[config.mk]
export PLATFORM = sky130hd
export DESIGN_NAME = fb_burst_seq
export DESIGN_NICKNAME = d
export VERILOG_FILES = /design/src/rtl/fb_burst_seq_pkg.sv /design/src/rtl/fb_burst_seq_len.sv /design/src/rtl/fb_burst_seq_gate.sv /design/src/rtl/fb_burst_seq.sv
export SDC_FILE = /design/constraint.sdc
export NUM_CORES = 1
export LEC_CHECK = 0
export ABC_AREA = 0
export BUFFER_PORTS_ARGS = -buffer_cell sky130_fd_sc_hd__buf_2
export CORE_ASPECT_RATIO = 1.5
export CORE_MARGIN = 10
export CORE_UTILIZATION = 50
export CTS_CLUSTER_DIAMETER = 60
export DETAILED_ROUTE_END_ITERATION = 10
export GPL_TIMING_DRIVEN = 1
export PLACE_DENSITY = 0.84
export SYNTH_ARGS = -nofsm -noshare
export SYNTH_HDL_FRONTEND = slang
export SYNTH_SLANG_ARGS = --single-unit
[constraint.sdc]
create_clock -name clk -period 6.76 [get_ports clk]
set_input_delay 1.352 -clock clk [delete_from_list [all_inputs] [get_ports clk]]
set_output_delay 1.352 -clock clk [all_outputs]
set_load 0.02 [all_outputs]
[src/rtl/fb_burst_seq_pkg.sv]
package fb_burst_seq_pkg;

    localparam int MAX_LOG         = 4;
    localparam int MAX_BURST_WORDS = 1 << MAX_LOG;
    localparam int BYTES_PER_WORD  = 4;

    typedef enum logic [1:0] {
        ST_IDLE = 2'd0,
        ST_WAIT = 2'd1,
        ST_REQ  = 2'd2
    } seq_state_e;

endpackage

[src/rtl/fb_burst_seq_len.sv]
module fb_burst_seq_len
    import fb_burst_seq_pkg::*;
#(
    parameter int ADDR_W = 32,
    parameter int LOG_W  = 3,
    parameter int LEN_W  = 5
) (
    input  logic [LOG_W-1:0]  burst_log,
    input  logic [ADDR_W-1:0] cur_addr,
    input  logic [ADDR_W-1:0] ceil_addr,
    output logic [LEN_W-1:0]  len
);

    logic [LEN_W-1:0]  pow_tbl [MAX_LOG+1];
    logic [LOG_W-1:0]  nom_idx;
    logic [LEN_W-1:0]  nom_len;
    logic [ADDR_W-1:0] span;
    logic [ADDR_W-1:0] words_m1;

    for (genvar g = 0; g <= MAX_LOG; g++) begin : g_pow
        assign pow_tbl[g] = LEN_W'(1) << g;
    end

    assign nom_idx  = (burst_log > LOG_W'(MAX_LOG)) ? LOG_W'(MAX_LOG) : burst_log;
    assign span     = ceil_addr - cur_addr;
    assign words_m1 = span >> 2;

    always_comb begin
        nom_len = pow_tbl[MAX_LOG];
        for (int i = 0; i <= MAX_LOG; i++) begin
            if (i == int'(nom_idx)) begin
                nom_len = pow_tbl[i];
            end
        end
    end

    always_comb begin
        if (words_m1 < ADDR_W'(nom_len)) begin
            len = LEN_W'(words_m1) + LEN_W'(1);
        end else begin
            len = nom_len;
        end
    end

endmodule

[src/rtl/fb_burst_seq_gate.sv]
module fb_burst_seq_gate #(
    parameter int FIFO_DEPTH = 64,
    parameter int LVL_W      = 7,
    parameter int THR_W      = 8,
    parameter int LEN_W      = 5
) (
    input  logic [LVL_W-1:0] fifo_level,
    input  logic [THR_W-1:0] fifo_thresh,
    input  logic [LEN_W-1:0] want_len,
    output logic             room_ok,
    output logic             ready
);

    logic [LVL_W-1:0] free_words;

    always_comb begin
        if (32'(fifo_level) > 32'(FIFO_DEPTH)) begin
            free_words = '0;
        end else begin
            free_words = LVL_W'(FIFO_DEPTH) - fifo_level;
        end
    end

    assign room_ok = 32'(free_words) >= 32'(want_len);
    assign ready   = 32'(fifo_level) >= 32'(fifo_thresh);

endmodule

[src/rtl/fb_burst_seq.sv]
module fb_burst_seq
    import fb_burst_seq_pkg::*;
#(
    parameter int ADDR_W     = 32,
    parameter int FIFO_DEPTH = 64,
    parameter int THR_W      = 8,
    parameter int LOG_W      = 3,
    localparam int LEN_W     = $clog2(MAX_BURST_WORDS + 1),
    localparam int LVL_W     = $clog2(FIFO_DEPTH + 1)
) (
    input  logic              clk,
    input  logic              rst_n,
    input  logic              run_en,
    input  logic              dual_en,
    input  logic [LOG_W-1:0]  burst_log,
    input  logic [THR_W-1:0]  fifo_thresh,
    input  logic [LVL_W-1:0]  fifo_level,
    output logic              fifo_ready,
    input  logic [ADDR_W-1:0] buf0_base,
    input  logic [ADDR_W-1:0] buf0_ceil,
    input  logic [ADDR_W-1:0] buf1_base,
    input  logic [ADDR_W-1:0] buf1_ceil,
    output logic              mem_req,
    output logic [ADDR_W-1:0] mem_addr,
    output logic [LEN_W-1:0]  mem_len,
    input  logic              mem_ack,
    output logic [1:0]        frame_done
);

    localparam int NBUF = 2;

    typedef struct packed {
        seq_state_e        state;
        logic              cur_buf;
        logic [ADDR_W-1:0] addr;
        logic [ADDR_W-1:0] ceil;
        logic [LEN_W-1:0]  len;
        logic [NBUF-1:0]   done;
    } seq_regs_t;

    seq_regs_t regs_d, regs_q;

    logic [ADDR_W-1:0] base_arr [NBUF];
    logic [ADDR_W-1:0] ceil_arr [NBUF];
    logic [LEN_W-1:0]  calc_len;
    logic              room_ok;
    logic [ADDR_W:0]   end_wide;
    logic              last_burst;
    logic              next_buf;
    logic              accept;
    logic [NBUF-1:0]   done_hit;
    logic [ADDR_W-1:0] act_ceil;

    assign base_arr[0] = buf0_base;
    assign base_arr[1] = buf1_base;
    assign ceil_arr[0] = buf0_ceil;
    assign ceil_arr[1] = buf1_ceil;

    fb_burst_seq_len #(
        .ADDR_W (ADDR_W),
        .LOG_W  (LOG_W),
        .LEN_W  (LEN_W)
    ) u_len (
        .burst_log (burst_log),
        .cur_addr  (regs_q.addr),
        .ceil_addr (regs_q.ceil),
        .len       (calc_len)
    );

    fb_burst_seq_gate #(
        .FIFO_DEPTH (FIFO_DEPTH),
        .LVL_W      (LVL_W),
        .THR_W      (THR_W),
        .LEN_W      (LEN_W)
    ) u_gate (
        .fifo_level  (fifo_level),
        .fifo_thresh (fifo_thresh),
        .want_len    (calc_len),
        .room_ok     (room_ok),
        .ready       (fifo_ready)
    );

    // End address of the pending burst, one bit wider to avoid wrap.
    assign end_wide   = {1'b0, regs_q.addr}
                      + (ADDR_W+1)'({regs_q.len, 2'b00});
    assign last_burst = end_wide > {1'b0, regs_q.ceil};
    assign next_buf   = dual_en ? ~regs_q.cur_buf : 1'b0;
    assign accept     = (regs_q.state == ST_REQ) && mem_ack;

    for (genvar g = 0; g < NBUF; g++) begin : g_done
        assign done_hit[g] = accept && last_burst && (regs_q.cur_buf == 1'(g));
    end

    always_comb begin
        regs_d      = regs_q;
        regs_d.done = done_hit;
        unique case (regs_q.state)
            ST_IDLE: begin
                if (run_en) begin
                    regs_d.cur_buf = 1'b0;
                    regs_d.addr    = base_arr[0];
                    regs_d.ceil    = ceil_arr[0];
                    regs_d.state   = ST_WAIT;
                end
            end
            ST_WAIT: begin
                if (!run_en) begin
                    regs_d.state = ST_IDLE;
                end else if (room_ok) begin
                    regs_d.len   = calc_len;
                    regs_d.state = ST_REQ;
                end
            end
            ST_REQ: begin
                if (mem_ack) begin
                    regs_d.addr  = end_wide[ADDR_W-1:0];
                    regs_d.state = run_en ? ST_WAIT : ST_IDLE;
                    if (last_burst) begin
                        regs_d.cur_buf = next_buf;
                        regs_d.addr    = base_arr[next_buf];
                        regs_d.ceil    = ceil_arr[next_buf];
                    end
                end
            end
            default: begin
                regs_d.state = ST_IDLE;
            end
        endcase
    end

    always_ff @(posedge clk or negedge rst_n) begin
        if (!rst_n) begin
            regs_q <= '{state: ST_IDLE, cur_buf: 1'b0, addr: '0,
                        ceil: '0, len: '0, done: '0};
        end else begin
            regs_q <= regs_d;
        end
    end

    assign mem_req    = (regs_q.state == ST_REQ);
    assign mem_addr   = regs_q.addr;
    assign mem_len    = regs_q.len;
    assign frame_done = regs_q.done;
    assign act_ceil   = regs_q.ceil;

endmodule

==> summary.txt <==
Critical path
  • Top cell by count, worst path: sky130_fd_sc_hd__a21oi_1
  • Slowest stage cell, crit path: sky130_fd_sc_hd__nor4_1
  • Worst path required time: 6.97 ns
  • Critical path capture point type: register
  • Maximum single-stage delay on the critical path: 0.49 ns
  • Startpoint kind of the worst setup timing path: register
  • Critical path class: reg -> reg
  • Arrival time worst endpoint: 6.21 ns
  • Maximum net fanout on the critical path: 14

Floorplanning
  • Die Wd: 125 um
  • Site Rows: 57
  • Die span in y: 178 um
  • Die footprint: 22300 um^2
  • Initial cell density of the core: 51.1%
  • Placeable Area: 16300 um^2
  • Number of primary I/O pins: 192

Yosys
  • #FFs+latches synth: 74
  • Number of warnings issued by yosys: 0
  • Share of synthesized registers carrying an async set or reset: 100%
  • EDFF count, synth: 0
  • Sequential cell area fraction in the yosys report: 22.3%
  • Primary flip-flop cell chosen by synthesis mapping: sky130_fd_sc_hd__dfrtp_1
  • Number of distinct library cells after synthesis: 77
  • Post-Syn Instances: 1054
  • Syn nets: 1292
  • Synthesized area: 8310 um^2
  • Post-synthesis average cell area: 7.89 um^2

Pwr
  • Power density cells: 519 nW/um^2
  • Leakage: 4.43 nW
  • Maximum vdd drop: 224 uV

GRT
  • Largest net degree at the start of global routing: 75
  • Congestion Overflow GR: 0
  • Global-route total usage across every layer: 26.2%
  • Global-route wire length before repair: 47900 um
  • Number of global-route vias before repair: 8975
  • Initial antenna violation count: 0

Placement
  • Global placer's final weighted congestion: 1.01
  • Final HPWL DP: 24800 um
  • Placed instance area: 9110 um^2
  • Cell total after placement: 1367
  • Number of buffers added on ports: 191

Clocking
  • TritonCTS clock tree: yes
  • Clock buffers created by TritonCTS: 9
  • CTS max path bufs: 2
  • Insertion delay to the later sink of the worst-skew pair: 0.34 ns
  • Level count of the clock H-tree: 3
  • Clock Tree Root: sky130_fd_sc_hd__clkbuf_16
  • Post-CTS sizing: 0
  • Buffer count from post-CTS setup fixing: 0
  • Sinks on Clock Net: 74
  • Hold-fix buffers at CTS: 0
  • Clock-pin slew of the registers on the worst-case setup and hold paths: 0.07 ns

Final layout
  • Diode insertion count for antenna repair: 0
  • Non-Filler Instances: 1382
  • Count of nets after finishing: 1410
  • Fraction of layout cells with a size suffix above 1: 20.0%
  • Total non-filler cell area in the finished layout: 9420 um^2
  • Area growth syn-to-layout: 13.3%

Timing
  • Final setup skew: 0.0160 ns
  • Setup Viol. Count Final: 0
  • Worst slew margin: 33.0%
  • Number of hold violations in the final report: 0
  • Setup repair after global routing missed its margin: false
  • Portion of the clock cycle consumed by the worst path in the final layout: 88.8%
  • Max Clock Freq: 167 MHz
  • Tightest Pin Transition: 1.01 ns
  • Final-report max-slew violation count: 0
  • Clock period minus worst slack: 6.00 ns
  • Final setup TNS: 0 ns

Detailed routing
  • Ratio of routed vias to standard cells: 6.51
  • DRC violations left: 0
  • Total routed wirelength: 30800 um
  • Number of antenna-violating nets in the routed design: 0
  • Total via count after detailed routing: 8999
  • DR WL/cell: 22.3 um
  • DRT iter0 DRCs: 1094
  • Number of iterations in the first detailed-routing pass: 7

Hold path
  • Class of the worst hold path: reg -> reg

Outcome
  • Outcome: finished, final reports clean

Job
  • Maximum capacitance violations: 0
placed cells by master, fill, tap and decap left out, types with 7 or more instances in the layout:
master                      instances
sky130_fd_sc_hd__a211oi_1          12
sky130_fd_sc_hd__a21o_1            21
sky130_fd_sc_hd__a21oi_1          102
sky130_fd_sc_hd__a221oi_1          56
sky130_fd_sc_hd__a31oi_1            7
sky130_fd_sc_hd__and2_1             9
sky130_fd_sc_hd__and3_1             7
sky130_fd_sc_hd__buf_2            190
sky130_fd_sc_hd__buf_4             12
sky130_fd_sc_hd__clkbuf_16          9
sky130_fd_sc_hd__dfrtp_1           74
sky130_fd_sc_hd__ha_1              86
sky130_fd_sc_hd__inv_1             93
sky130_fd_sc_hd__nand2_1           56
sky130_fd_sc_hd__nand2b_1          12
sky130_fd_sc_hd__nand3_1           18
sky130_fd_sc_hd__nand4_1           25
sky130_fd_sc_hd__nor2_1            57
sky130_fd_sc_hd__nor3_1            47
sky130_fd_sc_hd__nor4_1            11
sky130_fd_sc_hd__o21a_1            13
sky130_fd_sc_hd__o21ai_0           37
sky130_fd_sc_hd__o31ai_1           28
sky130_fd_sc_hd__or3_1             22
sky130_fd_sc_hd__xnor2_1           34
sky130_fd_sc_hd__xor2_1             9
final timing paths:
| kind | start | endpoint | slack, ns | cells after the start |
|---|---|---|---|---|
| min | regs_q[71] | frame_done[0] | 0.53 | 1 |
| max in group asynchronous | rst_n | act_ceil[20] | 4.92 | 1 |
| min reg2reg | regs_q[71] | frame_done[0] | 0.53 | 1 |
| max reg2reg | mem_addr[4] | mem_len[2] | 0.76 | 27 |
| min in group asynchronous | rst_n | mem_addr[30] | 1.15 | 1 |
| max | mem_addr[4] | mem_len[2] | 0.76 | 27 |
sequential cells by signal, summed over array words and instances (netlist names):
name	flops
act_ceil	32
mem_addr	32
mem_len	5
regs_q	3
frame_done	2
where the power goes:
group	internal [mW]	switching (mW)	leakage, nW
Sequential	0.603	0.149	0.843
Clock	0.304	0.194	0.148
Combinational	1.33	2.31	3.44
cells by family (layout without fill, tap and decap cells):
family | after synthesis | count (layout) | synth area share, %
xor gates and xnor gates | 43 | 43 | 4.53
buffers and inverters | 189 | 311 | 10.6
AOI/OAI and AO/OA | 352 | 352 | 29.1
and+or+nand+nor | 298 | 298 | 18.9
adders and majority gates | 87 | 87 | 13.2
muxes | 11 | 11 | 1.40
DFF | 74 | 74 | 22.3
critical path, delay by kind of cell (launching register included):
kind,cells,cell delay (ns)
XOR/XNOR,1,0.18
AO/OA/AOI/OAI,10,1.86
multiplexers,1,0.18
flip-flops,1,0.38
adder cells (fa/ha/maj),3,0.99
buffers and inverters,2,0.31
AND/OR/NAND/NOR,10,1.98
metrics by stage:
stage               power (mW)  hold slack (ns)  util, %  setup WS (ns)
detailed placement        4.27            0.514     56.0          0.644
CTS                       4.79            0.526     57.9          0.640
finish                    4.89            0.532     57.9          0.759
global route              5.25            0.543     57.9         0.0184
floorplan                 3.39            0.455        -          0.888
global placement          4.25            0.498     56.0          0.799
synthesized netlist by cell type, types with 3 or more instances:
cell                          n  share of area [%]
sky130_fd_sc_hd__nand4_1     25                1.9
sky130_fd_sc_hd__xnor2_1     34                3.6
sky130_fd_sc_hd__dfrtp_1     74                 22
sky130_fd_sc_hd__a21oi_1    102                6.1
sky130_fd_sc_hd__o21ai_1      5               0.30
sky130_fd_sc_hd__o21a_1      13                1.2
sky130_fd_sc_hd__or3_1       22                1.7
sky130_fd_sc_hd__a221o_1      4               0.48
sky130_fd_sc_hd__nand3_1     18                1.1
sky130_fd_sc_hd__o221ai_1     4               0.42
sky130_fd_sc_hd__nand2_1     56                2.5
sky130_fd_sc_hd__a22oi_1      6               0.54
sky130_fd_sc_hd__a211oi_1    13                1.2
sky130_fd_sc_hd__a32oi_1      4               0.42
sky130_fd_sc_hd__xor2_1       9               0.95
sky130_fd_sc_hd__nor3_1      47                2.8
sky130_fd_sc_hd__nand2b_1    12               0.90
sky130_fd_sc_hd__a211o_1      5               0.53
sky130_fd_sc_hd__o21bai_1     6               0.54
sky130_fd_sc_hd__clkbuf_1    46                2.1
sky130_fd_sc_hd__nand3b_1     4               0.36
sky130_fd_sc_hd__and3_1       7               0.53
sky130_fd_sc_hd__o31a_1       4               0.42
sky130_fd_sc_hd__mux2_2       4               0.54
sky130_fd_sc_hd__inv_1       93                4.2
sky130_fd_sc_hd__nor3b_1      4               0.36
sky130_fd_sc_hd__o21ai_0     37                2.2
sky130_fd_sc_hd__nor2_1      57                2.6
sky130_fd_sc_hd__buf_4       42                3.8
sky130_fd_sc_hd__ha_1        86                 13
sky130_fd_sc_hd__or4_1        3               0.27
sky130_fd_sc_hd__nor4_1      11               0.83
sky130_fd_sc_hd__nor2b_1      6               0.45
sky130_fd_sc_hd__o31ai_1     29                2.6
sky130_fd_sc_hd__mux2i_1      6               0.72
sky130_fd_sc_hd__o211ai_1     4               0.36
sky130_fd_sc_hd__a221oi_1    56                5.9
sky130_fd_sc_hd__a21o_1      21                1.9
sky130_fd_sc_hd__a2111oi_0    3               0.32
sky130_fd_sc_hd__and2_1       9               0.68
sky130_fd_sc_hd__o22ai_1      4               0.30
sky130_fd_sc_hd__buf_2        5               0.30
sky130_fd_sc_hd__a31oi_1      7               0.53
layer usage:
| layer | share of wire (%) | global-route usage (%) | vias up |
|---|---|---|---|
| met5 | 0 | 0 | - |
| met2 | 48 | 44.6 | 499 |
| li1 | - | - | 4157 |
| met1 | 38 | 31.2 | 4236 |
| met4 | 5.5 | 14.2 | 0 |
| met3 | 7.8 | 3.91 | 107 |
cell type report:
cell class / instances / area (um^2)
fill: 1510 / 6840
inverter: 93 / 349
tap: 206 / 258
clock inverter: 4 / 51.3
multi-input combinational: 791 / 5600
clock buffer: 11 / 253
timing repair buffer: 203 / 1060
sequential: 74 / 1850
(Power assumes the default switching activity.)
